$ cat src/rtl/sar_pkg.sv
package sar_pkg;
    typedef enum logic [1:0] {
        ST_IDLE    = 2'd0,
        ST_SAMPLE  = 2'd1,
        ST_CONVERT = 2'd2,
        ST_DONE    = 2'd3
    } sar_state_e;
endpackage

$ cat src/rtl/sar_fsm.sv
module sar_fsm
    import sar_pkg::*;
#(
    parameter int WIDTH         = 10,
    parameter int SAMPLE_CYCLES = 6,
    localparam int MAXC  = (SAMPLE_CYCLES > WIDTH) ? SAMPLE_CYCLES : WIDTH,
    localparam int CNT_W = (MAXC > 1) ? $clog2(MAXC) : 1
) (
    input  logic             clk,
    input  logic             rst_n,
    input  logic             start,
    output logic             accept,
    output logic             sample_en,
    output logic             convert_en,
    output logic             busy,
    output logic             done,
    output logic [CNT_W-1:0] bit_idx
);
    sar_state_e       state_q, state_d;
    logic [CNT_W-1:0] cnt_q, cnt_d;

    localparam logic [CNT_W-1:0] SAMPLE_LAST = CNT_W'(SAMPLE_CYCLES - 1);
    localparam logic [CNT_W-1:0] MSB_IDX     = CNT_W'(WIDTH - 1);

    // next-state process
    always_comb begin
        state_d = state_q;
        cnt_d   = cnt_q;
        unique case (state_q)
            ST_IDLE, ST_DONE: begin
                if (start) begin
                    state_d = ST_SAMPLE;
                    cnt_d   = '0;
                end else begin
                    state_d = ST_IDLE;
                end
            end
            ST_SAMPLE: begin
                if (cnt_q == SAMPLE_LAST) begin
                    state_d = ST_CONVERT;
                    cnt_d   = MSB_IDX;
                end else begin
                    cnt_d = cnt_q + 1'b1;
                end
            end
            ST_CONVERT: begin
                if (cnt_q == '0) begin
                    state_d = ST_DONE;
                end else begin
                    cnt_d = cnt_q - 1'b1;
                end
            end
            default: state_d = ST_IDLE;
        endcase
    end

    // state register
    always_ff @(posedge clk or negedge rst_n) begin
        if (!rst_n) begin
            state_q <= ST_IDLE;
            cnt_q   <= '0;
        end else begin
            state_q <= state_d;
            cnt_q   <= cnt_d;
        end
    end

    // output process
    always_comb begin
        sample_en  = 1'b0;
        convert_en = 1'b0;
        done       = 1'b0;
        accept     = 1'b0;
        unique case (state_q)
            ST_IDLE:    accept     = start;
            ST_SAMPLE:  sample_en  = 1'b1;
            ST_CONVERT: convert_en = 1'b1;
            ST_DONE: begin
                done   = 1'b1;
                accept = start;
            end
            default: ;
        endcase
        busy    = sample_en | convert_en;
        bit_idx = cnt_q;
    end


    // done lasts one cycle
    done_pulse_chk: assert property (@(posedge clk) disable iff (!rst_n)
        done |=> !done);


    // the last decision step is followed by the done cycle
    done_after_lsb_chk: assert property (@(posedge clk) disable iff (!rst_n)
        (convert_en && bit_idx == '0) |=> done);


    // a start during the search never reopens sampling
    busy_ignore_chk: assert property (@(posedge clk) disable iff (!rst_n)
        (convert_en && start) |=> !sample_en);


    // a start in the done cycle opens a new sampling window
    restart_chk: assert property (@(posedge clk) disable iff (!rst_n)
        (done && start) |=> (sample_en && bit_idx == '0));
endmodule

$ cat src/rtl/sar_bits.sv
module sar_bits #(
    parameter int WIDTH = 10,
    parameter int CNT_W = 4
) (
    input  logic             clk,
    input  logic             rst_n,
    input  logic             accept,
    input  logic             sample_en,
    input  logic             convert_en,
    input  logic [CNT_W-1:0] bit_idx,
    input  logic             cmp_hi,
    output logic [WIDTH-1:0] trial,
    output logic [WIDTH-1:0] result,
    output logic             bit_out,
    output logic             bit_vld
);
    logic keep_bit;
    assign keep_bit = ~cmp_hi;

    for (genvar i = 0; i < WIDTH; i++) begin : g_bit
        logic under_test;
        assign under_test = convert_en && (bit_idx == CNT_W'(i));

        always_ff @(posedge clk or negedge rst_n) begin
            if (!rst_n) begin
                result[i] <= 1'b0;
            end else if (accept) begin
                result[i] <= 1'b0;
            end else if (under_test) begin
                result[i] <= keep_bit;
            end
        end

        assign trial[i] = result[i] | under_test;
    end

    always_ff @(posedge clk or negedge rst_n) begin
        if (!rst_n) begin
            bit_out <= 1'b0;
            bit_vld <= 1'b0;
        end else begin
            bit_vld <= convert_en;
            if (convert_en) begin
                bit_out <= keep_bit;
            end
        end
    end


    // nothing is driven to the array while sampling
    sample_trial_chk: assert property (@(posedge clk) disable iff (!rst_n)
        sample_en |-> (trial == '0 && result == '0));


    // the search opens on the MSB alone
    first_trial_chk: assert property (@(posedge clk) disable iff (!rst_n)
        $rose(convert_en) |-> (trial == (WIDTH'(1) << (WIDTH - 1))));


    // exactly one bit separates trial from the decided bits
    trial_step_chk: assert property (@(posedge clk) disable iff (!rst_n)
        convert_en |-> ($countones(trial ^ result) == 1));


    // result holds while no start is accepted outside the search
    hold_chk: assert property (@(posedge clk) disable iff (!rst_n)
        (!convert_en && !accept) |=> $stable(result));


    // the streamed bit agrees with the stored decision
    stream_chk: assert property (@(posedge clk) disable iff (!rst_n)
        (convert_en && !cmp_hi) |=> (bit_vld && bit_out));
endmodule

$ cat src/rtl/sar_ctrl.sv
module sar_ctrl #(
    parameter int WIDTH         = 10,
    parameter int SAMPLE_CYCLES = 6
) (
    input  logic             clk,
    input  logic             rst_n,
    input  logic             start,
    input  logic             cmp_hi,
    output logic             sample_en,
    output logic [WIDTH-1:0] trial,
    output logic [WIDTH-1:0] result,
    output logic             bit_out,
    output logic             bit_vld,
    output logic             busy,
    output logic             done
);
    localparam int MAXC  = (SAMPLE_CYCLES > WIDTH) ? SAMPLE_CYCLES : WIDTH;
    localparam int CNT_W = (MAXC > 1) ? $clog2(MAXC) : 1;

    logic             accept;
    logic             convert_en;
    logic [CNT_W-1:0] bit_idx;

    sar_fsm #(
        .WIDTH         (WIDTH),
        .SAMPLE_CYCLES (SAMPLE_CYCLES)
    ) u_fsm (
        .clk        (clk),
        .rst_n      (rst_n),
        .start      (start),
        .accept     (accept),
        .sample_en  (sample_en),
        .convert_en (convert_en),
        .busy       (busy),
        .done       (done),
        .bit_idx    (bit_idx)
    );

    sar_bits #(
        .WIDTH (WIDTH),
        .CNT_W (CNT_W)
    ) u_bits (
        .clk        (clk),
        .rst_n      (rst_n),
        .accept     (accept),
        .sample_en  (sample_en),
        .convert_en (convert_en),
        .bit_idx    (bit_idx),
        .cmp_hi     (cmp_hi),
        .trial      (trial),
        .result     (result),
        .bit_out    (bit_out),
        .bit_vld    (bit_vld)
    );


    // idle outputs are quiet
    idle_quiet_chk: assert property (@(posedge clk) disable iff (!rst_n)
        !busy |-> (trial == result));
endmodule

$ cat config.mk
export PLATFORM = sky130hd
export DESIGN_NAME = sar_ctrl
export DESIGN_NICKNAME = d
export VERILOG_FILES = /design/src/rtl/sar_pkg.sv /design/src/rtl/sar_fsm.sv /design/src/rtl/sar_bits.sv /design/src/rtl/sar_ctrl.sv
export SDC_FILE = /design/constraint.sdc
export NUM_CORES = 1
export LEC_CHECK = 0
export BUFFER_PORTS_ARGS = -buffer_cell sky130_fd_sc_hd__clkbuf_2
export CAP_MARGIN = 20
export CORE_MARGIN = 5
export CORE_UTILIZATION = 30
export CTS_CLUSTER_SIZE = 20
export DETAILED_ROUTE_END_ITERATION = 7
export GPL_TIMING_DRIVEN = 0
export HOLD_SLACK_MARGIN = 0.12
export PLACE_DENSITY = 0.52
export SETUP_SLACK_MARGIN = 0.4
export SLEW_MARGIN = 40
export SYNTH_ARGS = -nofsm -noshare
export SYNTH_HDL_FRONTEND = slang
export SYNTH_SLANG_ARGS = --single-unit
$ cat constraint.sdc
create_clock -name clk -period 1.9 [get_ports clk]
set_input_delay 0.285 -clock clk [delete_from_list [all_inputs] [get_ports clk]]
set_output_delay 0.285 -clock clk [all_outputs]
set_load 0.005 [all_outputs]
Word-level counts from Yosys, hierarchy flattened

Cells that the tools add are included.

Output and inout port bits: 25
Memories: 0
Bits in writable memories: 0
Register bits: 18
Bits in latches: 0
Memory bits (read-only): 0
Bits of input ports: 4
Word-level logic and storage cells: 101

Bitwise operators: 12
Multiplexer cells: 32
Equality and inequality tests: 16
Reductions and logical operators: 25
$lt $le $gt $ge: 0
Multipliers: 0
Divide/modulo/power cells: 0
Shifts and indexed selects: 0
Add/subtract/negate cells: 2

Operators with widths:

| operator            | number |
|---|---|
| $mux 1              | 25 |
| $reduce_bool 2->1   | 10 |
| $eq 4x3->1 const B  | 4 |
| $mux 4              | 3 |
| $pmux 4 s3          | 1 |
| $or 1x1->1          | 11 |
| $logic_and 1x1->1   | 10 |
| $eq 4x2->1 const B  | 2 |
| $eq 4x4->1 const B  | 2 |
| $ne 2x1->1 const B  | 3 |
| $pmux 2 s3          | 1 |
| $add 4x1->4 const B | 1 |
| $eq 2x2->1 const B  | 2 |
| $eq 4x1->1 const B  | 1 |
| $logic_not 4->1     | 1 |
| $mux 2              | 2 |
| $reduce_and 2->1    | 2 |
| $sub 4x1->4 const B | 1 |
| $eq 2x1->1 const B  | 1 |
| $logic_not 2->1     | 1 |
| $ne 2x2->1 const B  | 1 |
| $reduce_or 2->1     | 1 |
| $not 1->1           | 1 |

Logic depth before layout (Yosys ltp)

Gate-level depths: netlist of the first run.

Depth after elaboration: 5
Mapped depth: 7
Gate-level depth less buffers: 6

By module

A second synthesis of the first run with hierarchy kept.

Cell total of the unflattened synthesis: 113
Area, all modules: 1139.8 µm²

Modules (own cells, without submodules):

| module   | area an instance (µm²) | cells an instance | instances | sequential area each (µm²) |
|---|---|---|---|---|
| sar_bits | 623.1                  | 58                | 1         | 300.3 |
| sar_fsm  | 516.7                  | 55                | 1         | 150.1 |

Worst setup path before layout of the first run

Ideal clock, no wire load.

Kind: register -> output
Start: reg u_fsm.cnt_q[0] (netlist: u_fsm.bit_idx[0])
End: out trial[0]
Cell stages (with the launch flop): 6
Path slack: 0.236 ns
Arrival time: 1.379 ns
Required time: 1.615 ns
Buffers on the path: 1
Cell sequence: dfrtp_1 inv_1 ha_1 and4bb_1 buf_6 or2_2

Cells in the longest elaborated chain, start to end: 3

Ends and longest elaborated chain:

| item                   | RTL line       | source |
|---|---|---|
| start, declared        | sar_fsm.sv:20  | `logic [CNT_W-1:0] cnt_q, cnt_d;` |
| start signal, assigned | sar_fsm.sv:64  | `cnt_q <= cnt_d;` |
| $logic_not 4->1        | sar_bits.sv:22 | `assign under_test = convert_en && (bit_idx == CNT_W'(i));` |
| $logic_and 1x1->1      | sar_bits.sv:22 |  |
| $or 1x1->1             | sar_bits.sv:34 | `assign trial[i] = result[i] \| under_test;` |
| end, declared          | sar_ctrl.sv:10 | `output logic [WIDTH-1:0] trial,` |

Every way passes these cells.

Final worst setup path of the first run

Start: reg u_fsm.cnt_q[1] (netlist: u_fsm.bit_idx[1])
End: out trial[2]

Cells in the longest elaborated chain, start to end: 3

Ends and longest elaborated chain:

| item              | RTL line |
|---|---|
| $eq 4x2->1        | sar_bits.sv:22 |
| $logic_and 1x1->1 | sar_bits.sv:22 |
| $or 1x1->1        | sar_bits.sv:34 |

Every way passes these cells.

==> metrics.cfg, run 1 <==
[floorplan]
initial_core_util_pct=31.2
fp.dieH_um=72.2
die-area_sq_mm=0.00521
fp.coreArea_sq_mm=0.00372
die_w_um=72.2
rows=22
ios=29

[worst_hold_path]
hold_path_class=input pin to register
holdPathStages=4
min_to=u_bits.result[9]
min_from=cmp_hi

[power]
peakVddDrop_mv=0.520
power_density_mw_per_mm2=1500
p_leak_nw=0.975
total_power_mw=2.92

[critical_path]
r2r_slack_ns=0.17
worstPathRequired_ns=1.62
path_class=register to output port
endpoint_kind=output port
path_cells=buf_4, ha_4, and3_4, or2_2, clkbuf_2
slowest_delay_ns=0.45
critical-path-top-delay-family=flip-flops
reg2regPathDepth=7
path_buf_inv=2
cp_max_fo=4
r2r_end=u_fsm.state_q[0]
critPathSlowestCell=dfrtp_2
cp-start-kind=register
crit_arrival_ns=1.57
crit-reg2reg-launch=u_fsm.bit_idx[0]

[cells_and_area]
n_antenna_cell=0
num-fill-cells=314
drive_above_1_share_pct=57.1
syn2layout_area_growth_pct=68.2
nNetsFinal=205

[synthesis]
synth_edf_count=0
yosys_most_used_dff=dfrtp_1
synthCells=122
yosysUniqueCellTypes=38
avgSynthCellArea_sq_um=9.52
seq_area_frac_synth_pct=38.8
async_flop_share_pct=100
yosysWarningCount=0
yosys_register_bits=18
synth_area_sq_mm=0.00116
synthesis.nets=135

[sta]
min_period_over_period_pct=97.7
maxSlewHeadroom_pct=69.1
rsz0062_at_grt=true
fin_setup_tns_ns=0
maxSlewViolCount=0
hold_viol=0
worst_pin_slew_ns=0.464
min_period_ns=1.86
fmax_ghz=0.539
clock_skew_ns=0.00175
finalSetupViolCount=0

[route]
vias_per_cell=5.04
ant_nets=0
drc=0
dr.first_iter.drc_count=39
vias=1205
routed_wirelength_um=3690
firstDrtPassIters=4
wl_per_cell_um=15.5

[clocking]
clock_latency_ns=0.26
clock_sinks=18
cts_buffers=3
clock-root-buffer=clkbuf_8
htreeDepth=1
clock_path_buffers=2
cts_tree=done
clkTransAtPathRegs_ns=0.07

[placed_design]
routabilityCongestion=0.817
dp_hpwl_um=2110
numPortBuffers=28

[grt]
grt-ovfl-total=0
grt_use_total_pct=13.9
grt_pass1_vias=1198
grt_max_degree=19
grt_pass1_wl_um=5640
antenna_found_initial=0

[run]
maxCapViolations=0

[outcome]
status=finished, final reports clean

[tightest hold or removal path, stage by stage]
cell and delay (ns):
clkbuf_2 0.11, nor2_1 0.05, a21oi_1 0.10, nor2_1 0.04
[per-layer routing]
layer | track usage, % | part of all wire [%] | up-vias
li1 | - | - | 557
met1 | 15.7 | 42 | 590
met2 | 24.0 | 51 | 44
met3 | 2.08 | 3.9 | 14
met4 | 9.19 | 3.4 | 0
met5 | 0 | 0 | -
[how the worst max path moves through the flow]
| stage | end | slack (ns) | startpoint | cells past startpoint |
|---|---|---|---|---|
| final | trial[2] | 0.04 | u_fsm.bit_idx[1] | 5 |
| after global routing | trial[2] | 0.006 | u_fsm.bit_idx[1] | 5 |
| after CTS | trial[0] | 0.09 | u_fsm.bit_idx[1] | 6 |
| after detailed placement | trial[0] | 0.19 | u_fsm.bit_idx[1] | 6 |
| after global placement | trial[0] | 0.22 | u_fsm.bit_idx[1] | 6 |
| after floorplan | trial[0] | 0.40 | u_fsm.bit_idx[1] | 5 |
[registers in the layout, indices dropped and copies added (netlist names)]
| register | cells |
|---|---|
| u_bits.bit_vld | 1 |
| u_bits.bit_out | 1 |
| u_fsm.state_q | 2 |
| u_fsm.bit_idx | 4 |
| u_bits.result | 10 |
[stage by stage]
| step | hold WS, ns | std cells | utilization (%) | area, sq um | setup WS, ns |
|---|---|---|---|---|---|
| 2_1_floorplan | -0.0106 | 122 | - | 1180 | 0.402 |
| 3_3_place_gp | 0.262 | 198 | 37.1 | 1380 | 0.219 |
| 3_5_place_dp | 0.268 | 198 | 37.1 | 1380 | 0.185 |
| 4_1_cts | 0.361 | 226 | 46.6 | 1730 | 0.0900 |
| 5_1_grt | 0.395 | 239 | 52.6 | 1950 | 0.00570 |
| 6_report | 0.366 | 239 | 52.6 | 1950 | 0.0433 |
[synth_stat cells (3+ instances only)]
| cell | instances | area [sq um] |
|---|---|---|
| a21oi_1 | 4 | 20.0 |
| dfrtp_1 | 18 | 450 |
| ha_1 | 9 | 113 |
| inv_1 | 7 | 26.3 |
| mux2i_1 | 9 | 90.1 |
| nand2_1 | 3 | 11.3 |
| nand2b_1 | 10 | 62.6 |
| nand3_1 | 5 | 25.0 |
| nor2_1 | 16 | 60.1 |
| o21ai_0 | 5 | 25.0 |
| or2_2 | 3 | 18.8 |
[placed cells by master, fill, tap and decap left out, types with 4 or more instances in the layout]
cell type  netlist  final
buf_6            1     11
clkbuf_2         0     25
ha_4             0      7
dfrtp_1         18     15
mux2i_1          9      9
nand2b_1        10     10
buf_4            1     26
nor2_1          16     14
buf_2            2      4
[kinds of logic after synthesis]
| family | share of synthesized area [%] |
|---|---|
| fa+ha+maj | 9.70 |
| buf+inv | 5.39 |
| flops | 38.8 |
| compound gates | 11.4 |
| mux | 10.0 |
| simple gates | 24.7 |
[timing repair]
action,4_1_cts,5_1_grt
endpoints found under the setup margin,28,20
gates resized for setup,30,28
endpoints found under the hold margin,18,0
pin swaps,16,9
hold buffers,1,0
cloned,1,0
buffers inserted,22,13
[power breakdown]
part           internal (mW)  total [mW]  switching [mW]
logic                   1.09        2.04           0.955
registers              0.497       0.592          0.0947
clock network          0.149       0.287           0.138
[cell type report]
| cell class | count | area (sq um) | share of cell area, % |
|---|---|---|---|
| inverters | 8 | 37.5 | 1.92 |
| clock buffers | 4 | 45.0 | 2.31 |
| repair buffers | 65 | 475 | 24.3 |
| well taps | 48 | 60.1 | 3.07 |
| multi-input cells | 91 | 827 | 42.3 |
| flip-flops and latches | 18 | 454 | 23.3 |
| plain buffers | 5 | 53.8 | 2.75 |
Power figures use the tool's default switching activity.
==> inputs of run 2 (changes only) <==
--- a/config.mk
+++ b/config.mk
@@ -5,6 +5,7 @@
 export SDC_FILE = /design/constraint.sdc
 export NUM_CORES = 1
 export LEC_CHECK = 0
+export ABC_AREA = 1
 export BUFFER_PORTS_ARGS = -buffer_cell sky130_fd_sc_hd__clkbuf_2
 export CAP_MARGIN = 20
 export CORE_MARGIN = 5
==> run 2 against run 1 <==
  * Total power is 14% lower
  * Core utilization fell by 4.0 points
  * Hold slack worse by 0.14 ns
  * Via count decreased by 9.0%
  * Synthesized cell count up 16%
  * Flip-flop and latch count did not move
  * Sequential power grew 1%
  * Clock skew rose by 0.0029 ns
  * Highest routed layer unchanged
  * Non-clock buffer count is 15 lower
  * Clock-buffer cell count did not move
==> metrics.cfg, run 2 <==
[route]
vias=1096
ant_nets=0
wl_per_cell_um=12.0
drc=0
dr.first_iter.drc_count=26
routed_wirelength_um=2930
vias_per_cell=4.49
firstDrtPassIters=4

[synthesis]
synth_top_area_share_pct=41.2
yosysUniqueCellTypes=24
synth_common_cells=nand2_1 (33), nor2_1 (23), inv_1 (19)
synthSimpleGateAreaFrac_pct=26.6
synthesis.nets=154
avgSynthCellArea_sq_um=7.75
yosys_most_used_dff=dfrtp_1
yosys_register_bits=18
synth_edf_count=0
synth_area_sq_mm=0.00109
synthCells=141
synth_mux_area_share_pct=0
synth_fa_ha_area_share_pct=10.3
synth_compound_area_share_pct=11.8
seq_area_frac_synth_pct=41.2
yosysTopAreaCell=dfrtp_1
yosysWarningCount=0
synthTopCellsByArea=dfrtp_1 (41%), nand2_1 (11%), ha_1 (10%), nor2_1 (7.9%), a211oi_1 (6.9%)
synth-xor-area-share_pct=0.802
async_flop_share_pct=100
synth.most_common_cell=nand2_1
synth_top_family_by_area=simple AND/OR/NAND/NOR gates

[run]
maxCapViolations=0

[cells_and_area]
most-common-layout-cells=clkbuf_2 (29), nand2_1 (28), buf_4 (21), dfrtp_1 (17), inv_1 (15)
drive_above_1_share_pct=53.6
largest_register_ffs=10
top_register=u_bits.result
nNetsFinal=210
register_area_sq_um=452
n_antenna_cell=0
multi_input_area_sq_um=743
syn2layout_area_growth_pct=60.4
instances_no_fill=244
final_common_cell=clkbuf_2
num-fill-cells=346

[clocking]
clock_sinks=18
clock_path_buffers=2
clkTransAtPathRegs_ns=0.07
htreeDepth=1
clock_latency_ns=0.26
cts_buffers=3
cts_tree=done
clock-root-buffer=clkbuf_8

[power]
seq_power_share_pct=24.0
swShare_pct=43.5
power_density_mw_per_mm2=1430
share_clk_of_total_power_pct=13.0
p_leak_nw=0.952
combPwrFrac_pct=63.0
peakVddDrop_mv=0.876
p_int_mw=1.41
switchingPower_mw=1.09

[sta]
maxSlewHeadroom_pct=68.2
finalSetupViolCount=0
maxSlewViolCount=0
rsz0062_at_grt=true
worst_pin_slew_ns=0.477
clock_skew_ns=0.00464
fmax_ghz=0.591
hold_viol=0
fin_setup_tns_ns=0
min_period_over_period_pct=89.1
min_period_ns=1.69

[floorplan]
initial_core_util_pct=30.3
fp.dieH_um=70.3
rows=22
die_w_um=70.3
ios=29
die-area_sq_mm=0.00495
fp.coreArea_sq_mm=0.00361

[grt]
grt_pass1_wl_um=4950
grt_use_total_pct=12.5
grt_pass1_vias=1059
antenna_found_initial=0
grt_max_degree=19
grt-ovfl-total=0

[placed_design]
dp_cells=217
dp_hpwl_um=2000
routabilityCongestion=0.829
numPortBuffers=28

[critical_path]
path_cells=buf_6, ha_2, nand2_2, nor2_2, nor2_2, inv_1, clkbuf_2
worstPathRequired_ns=1.62
critPathSlowestCell=dfrtp_1
path_class=register to output port
cpMostUsedCell=nor2_2
slowest_delay_ns=0.40
cp-start-kind=register
endpoint_kind=output port
path_buf_inv=3
cp_max_fo=3
crit_arrival_ns=1.41
critical-path-top-delay-family=flip-flops

[worst_hold_path]
hold_path_class=input pin to register

[outcome]
status=finished, final reports clean

-- run 2: cells by family (layout without fill, tap and decap cells) --
group,count (synthesis),in the layout
xor+xnor,1,1
buf+inv,25,80
flops,18,18
compound gates,20,20
simple gates,68,68
fa+ha+maj,9,9
-- run 2: path summary, 6_finish.rpt --
| path | from | to | slack, ns | depth (start not counted) |
|---|---|---|---|---|
| worst min register to register | u_bits.bit_out | u_bits.bit_out | 0.52 | 2 |
| worst max-delay path | u_fsm.bit_idx[0] | trial[7] | 0.21 | 7 |
| worst max register to register | u_fsm.bit_idx[1] | u_bits.result[6] | 0.36 | 8 |
| max in group asynchronous | rst_n | u_fsm.bit_idx[1] | 1.04 | 2 |
| worst min-delay path | cmp_hi | u_bits.result[6] | 0.23 | 2 |
| min in group asynchronous | rst_n | u_bits.result[9] | 0.51 | 2 |
-- run 2: worst register-to-register path: stages (launching register included) --
cell and delay (ns):
dfrtp_2 0.46, buf_6 0.14, ha_4 0.16, nand2_4 0.09
nor2_4 0.05, buf_4 0.12, buf_4 0.12, buf_4 0.12
a211oi_2 0.20
-- run 2: routing by layer --
metal | global-route usage, % | wire length [um] | vias up
li1 | - | - | 559
met5 | 0 | 0 | -
met1 | 14.4 | 1230 | 503
met2 | 21.3 | 1460 | 30
met4 | 7.02 | 82 | 0
met3 | 2.59 | 158 | 4
-- run 2: cell type report --
type | instances | area share [%]
repair buffers | 51 | 18.4
inverters | 21 | 5.07
well taps | 48 | 3.43
multi-input cells | 98 | 42.4
plain buffers | 4 | 1.71
clock buffers | 4 | 3.14
flip-flops and latches | 18 | 25.8
-- run 2: power by group through the flow --
stage / logic (mW) / clock network (mW) / registers (mW)
4_1_cts: 1.49 / 0.333 / 0.596
3_5_place_dp: 1.03 / 0 / 0.604
2_1_floorplan: 0.679 / 0 / 0.593
6_report: 1.58 / 0.325 / 0.599
3_3_place_gp: 1.02 / 0 / 0.597
5_1_grt: 1.74 / 0.342 / 0.616
-- run 2: repair_timing --
| action | 4_1_cts | 5_1_grt |
|---|---|---|
| hold buffers | 1 | 0 |
| pin swaps | 15 | 4 |
| resized for setup | 51 | 13 |
| setup buffers | 19 | 3 |
| endpoints found under the hold margin | 18 | 0 |
| endpoints found under the setup margin | 26 | 23 |
-- run 2: stage by stage --
| stage | cell area, sq um | power [mW] | utilization (%) | worst slack [ns] | hold slack, ns |
|---|---|---|---|---|---|
| after floorplan | 1090 | 1.27 | - | 0.440 | -0.0106 |
| after global placement | 1290 | 1.62 | 35.8 | 0.210 | 0.266 |
| after detailed placement | 1290 | 1.64 | 35.8 | 0.203 | 0.270 |
| after CTS | 1690 | 2.42 | 46.8 | 0.209 | 0.210 |
| after global routing | 1750 | 2.70 | 48.6 | 0.143 | 0.223 |
| final | 1750 | 2.50 | 48.6 | 0.208 | 0.227 |
==> inputs of run 3 (changes only) <==
--- a/config.mk
+++ b/config.mk
@@ -14,7 +14,7 @@
 export DETAILED_ROUTE_END_ITERATION = 7
 export GPL_TIMING_DRIVEN = 0
 export HOLD_SLACK_MARGIN = 0.12
-export PLACE_DENSITY = 0.52
+export PLACE_DENSITY = 0.54
 export SETUP_SLACK_MARGIN = 0.4
 export SLEW_MARGIN = 40
 export SYNTH_ARGS = -nofsm -noshare
==> constraint.sdc (replaced) <==
create_clock -name clk -period 1.5 [get_ports clk]
set_input_delay 0.225 -clock clk [delete_from_list [all_inputs] [get_ports clk]]
set_output_delay 0.225 -clock clk [all_outputs]
set_load 0.005 [all_outputs]
==> run 3 against run 2 <==
  * Final area rose by 12%
  * Clock-buffer cell count did not move
  * Sequential power increased by 27%
  * First-iteration DRC count increased by 7.7%
  * Sequential share of layout area down 2.8 points
  * Worst setup slack lost 0.37 ns
  * Hold slack lost 0.049 ns
  * Clock skew down 0.0017 ns
  * Die area unchanged
  * Combinational power is 59% higher
  * The run now ends with setup timing left
  * Total power rose by 45%
  * Critical endpoint is now trial[9]
==> metrics.cfg, run 3 (synthesized netlist as in run 2, its figures left out) <==
[outcome]
status=finished, violations left
violations=setup timing

[clocking]
cts_buffers=3
clock-root-buffer=clkbuf_8
clkTransAtPathRegs_ns=0.07
htreeDepth=1
clock_latency_ns=0.25
clock_sinks=18
cts_tree=done
clock_path_buffers=2

[route]
firstDrtPassIters=4
drc=0
ant_nets=0
wl_per_cell_um=12.5
vias=1132
routed_wirelength_um=3180
dr.first_iter.drc_count=28
vias_per_cell=4.47

[floorplan]
die-area_sq_mm=0.00495
die_w_um=70.3
initial_core_util_pct=30.3
ios=29
fp.coreArea_sq_mm=0.00361
rows=22
fp.dieH_um=70.3

[placed_design]
pre_cts_ws_ns=-0.0153
numPortBuffers=28
dp_cells=217
dp_hpwl_um=2060
routabilityCongestion=0.790

[sta]
maxSlewHeadroom_pct=56.5
finalSetupViolCount=11
hold_viol=0
clock_skew_ns=0.00295
fmax_ghz=0.602
layout_setup_ws_ns=-0.160
fin_setup_tns_ns=-1.34
min_period_ns=1.66
min_period_over_period_pct=111
maxSlewViolCount=0
worst_pin_slew_ns=0.652
rsz0062_at_grt=true
holdWs_ns=0.179

[cells_and_area]
largest_register_ffs=10
num-fill-cells=341
nNetsFinal=219
most-common-layout-cells=nand2_1 (25), clkbuf_2 (24), buf_4 (23), dfrtp_1 (17), nor2_4 (14)
drive_above_1_share_pct=62.9
n_antenna_cell=0
instances_no_fill=253
final_common_cell=nand2_1
top_register=u_bits.result
syn2layout_area_growth_pct=79.8

[critical_path]
worstPathRequired_ns=1.27
cp_max_fo=3
endpoint_kind=output port
crit-reg2reg-launch=u_fsm.bit_idx[0]
reg2regPathDepth=10
cp-start-kind=register
r2r_slack_ns=0
crit_arrival_ns=1.44
r2r_end=u_fsm.bit_idx[0]
path_class=register to output port

[worst_hold_path]
hold_path_class=input pin to register
min_from=cmp_hi
holdPathStages=2
min_to=u_bits.result[6]

[power]
total_power_mw=3.63
power_density_mw_per_mm2=1850
peakVddDrop_mv=0.983
p_leak_nw=1.03

[grt]
grt_max_degree=19
grt_use_total_pct=12.7
antenna_found_initial=0
grt-ovfl-total=0
grt_pass1_wl_um=5040
grt_pass1_vias=1109

[run]
maxCapViolations=0

[run 3: cell count changes in the layout (fill, tap and decap cells not counted), moves of 3 or more]
cell / change
a211oi_1: -8
a211oi_2: +8
buf_6: +8
clkbuf_2: -5
inv_1: -4
nand2_1: -3
nor2_2: -6
nor2_4: +6
[run 3: worst max-delay path, stage by stage (launching register included)]
cell and delay [ns]:
dfrtp_1 0.41, buf_4 0.16, ha_4 0.16, nand2_4 0.09
nor2_4 0.05, nor2_2 0.15, inv_1 0.05, clkbuf_2 0.11
[run 3: area by class of cell]
| cell class | instances | area [sq um] | area share [%] |
|---|---|---|---|
| plain buffers | 4 | 38.8 | 1.97 |
| clock buffers | 4 | 45.0 | 2.29 |
| inverters | 21 | 96.3 | 4.90 |
| multi-input cells | 98 | 841 | 42.8 |
| flip-flops and latches | 18 | 452 | 23.0 |
| well taps | 48 | 60.1 | 3.06 |
| repair buffers | 60 | 432 | 22.0 |
[run 3: how the worst max path moves through the flow]
stage	startpoint	end	slack, ns	cells past startpoint
2_1_floorplan	u_fsm.bit_idx[0]	trial[4]	0.22	7
3_3_place_gp	u_fsm.bit_idx[0]	trial[2]	0.03	8
3_5_place_dp	u_fsm.bit_idx[0]	trial[2]	-0.02	8
4_1_cts	u_fsm.bit_idx[0]	trial[2]	-0.17	8
5_1_grt	u_fsm.bit_idx[0]	trial[4]	-0.23	8
6_report	u_fsm.bit_idx[0]	trial[9]	-0.16	7
[run 3: power breakdown]
part	internal (mW)	switching (mW)	leakage (nW)	total, mW
sequential	0.643	0.120	0.239	0.763
clock	0.188	0.158	0.0228	0.346
combinational	1.24	1.28	0.771	2.52
[run 3: routing by layer]
| layer | vias to the layer above | wire, um | track usage (%) |
|---|---|---|---|
| met2 | 26 | 1570 | 20.8 |
| met5 | - | 0 | 0 |
| met4 | 0 | 55 | 5.74 |
| li1 | 575 | - | - |
| met1 | 527 | 1370 | 15.4 |
| met3 | 4 | 182 | 3.31 |
[run 3: timing repair]
action,4_1_cts,5_1_grt
endpoints found under the setup margin,30,30
pin swaps,10,11
hold buffers,1,0
gates cloned,1,0
setup buffers,19,11
endpoints found under the hold margin,18,0
resized for setup,37,34
[run 3: through the flow]
step | util, % | area [sq um]
2_1_floorplan | - | 1210
3_3_place_gp | 39.2 | 1410
3_5_place_dp | 39.2 | 1410
4_1_cts | 48.6 | 1750
5_1_grt | 54.5 | 1960
6_report | 54.5 | 1960
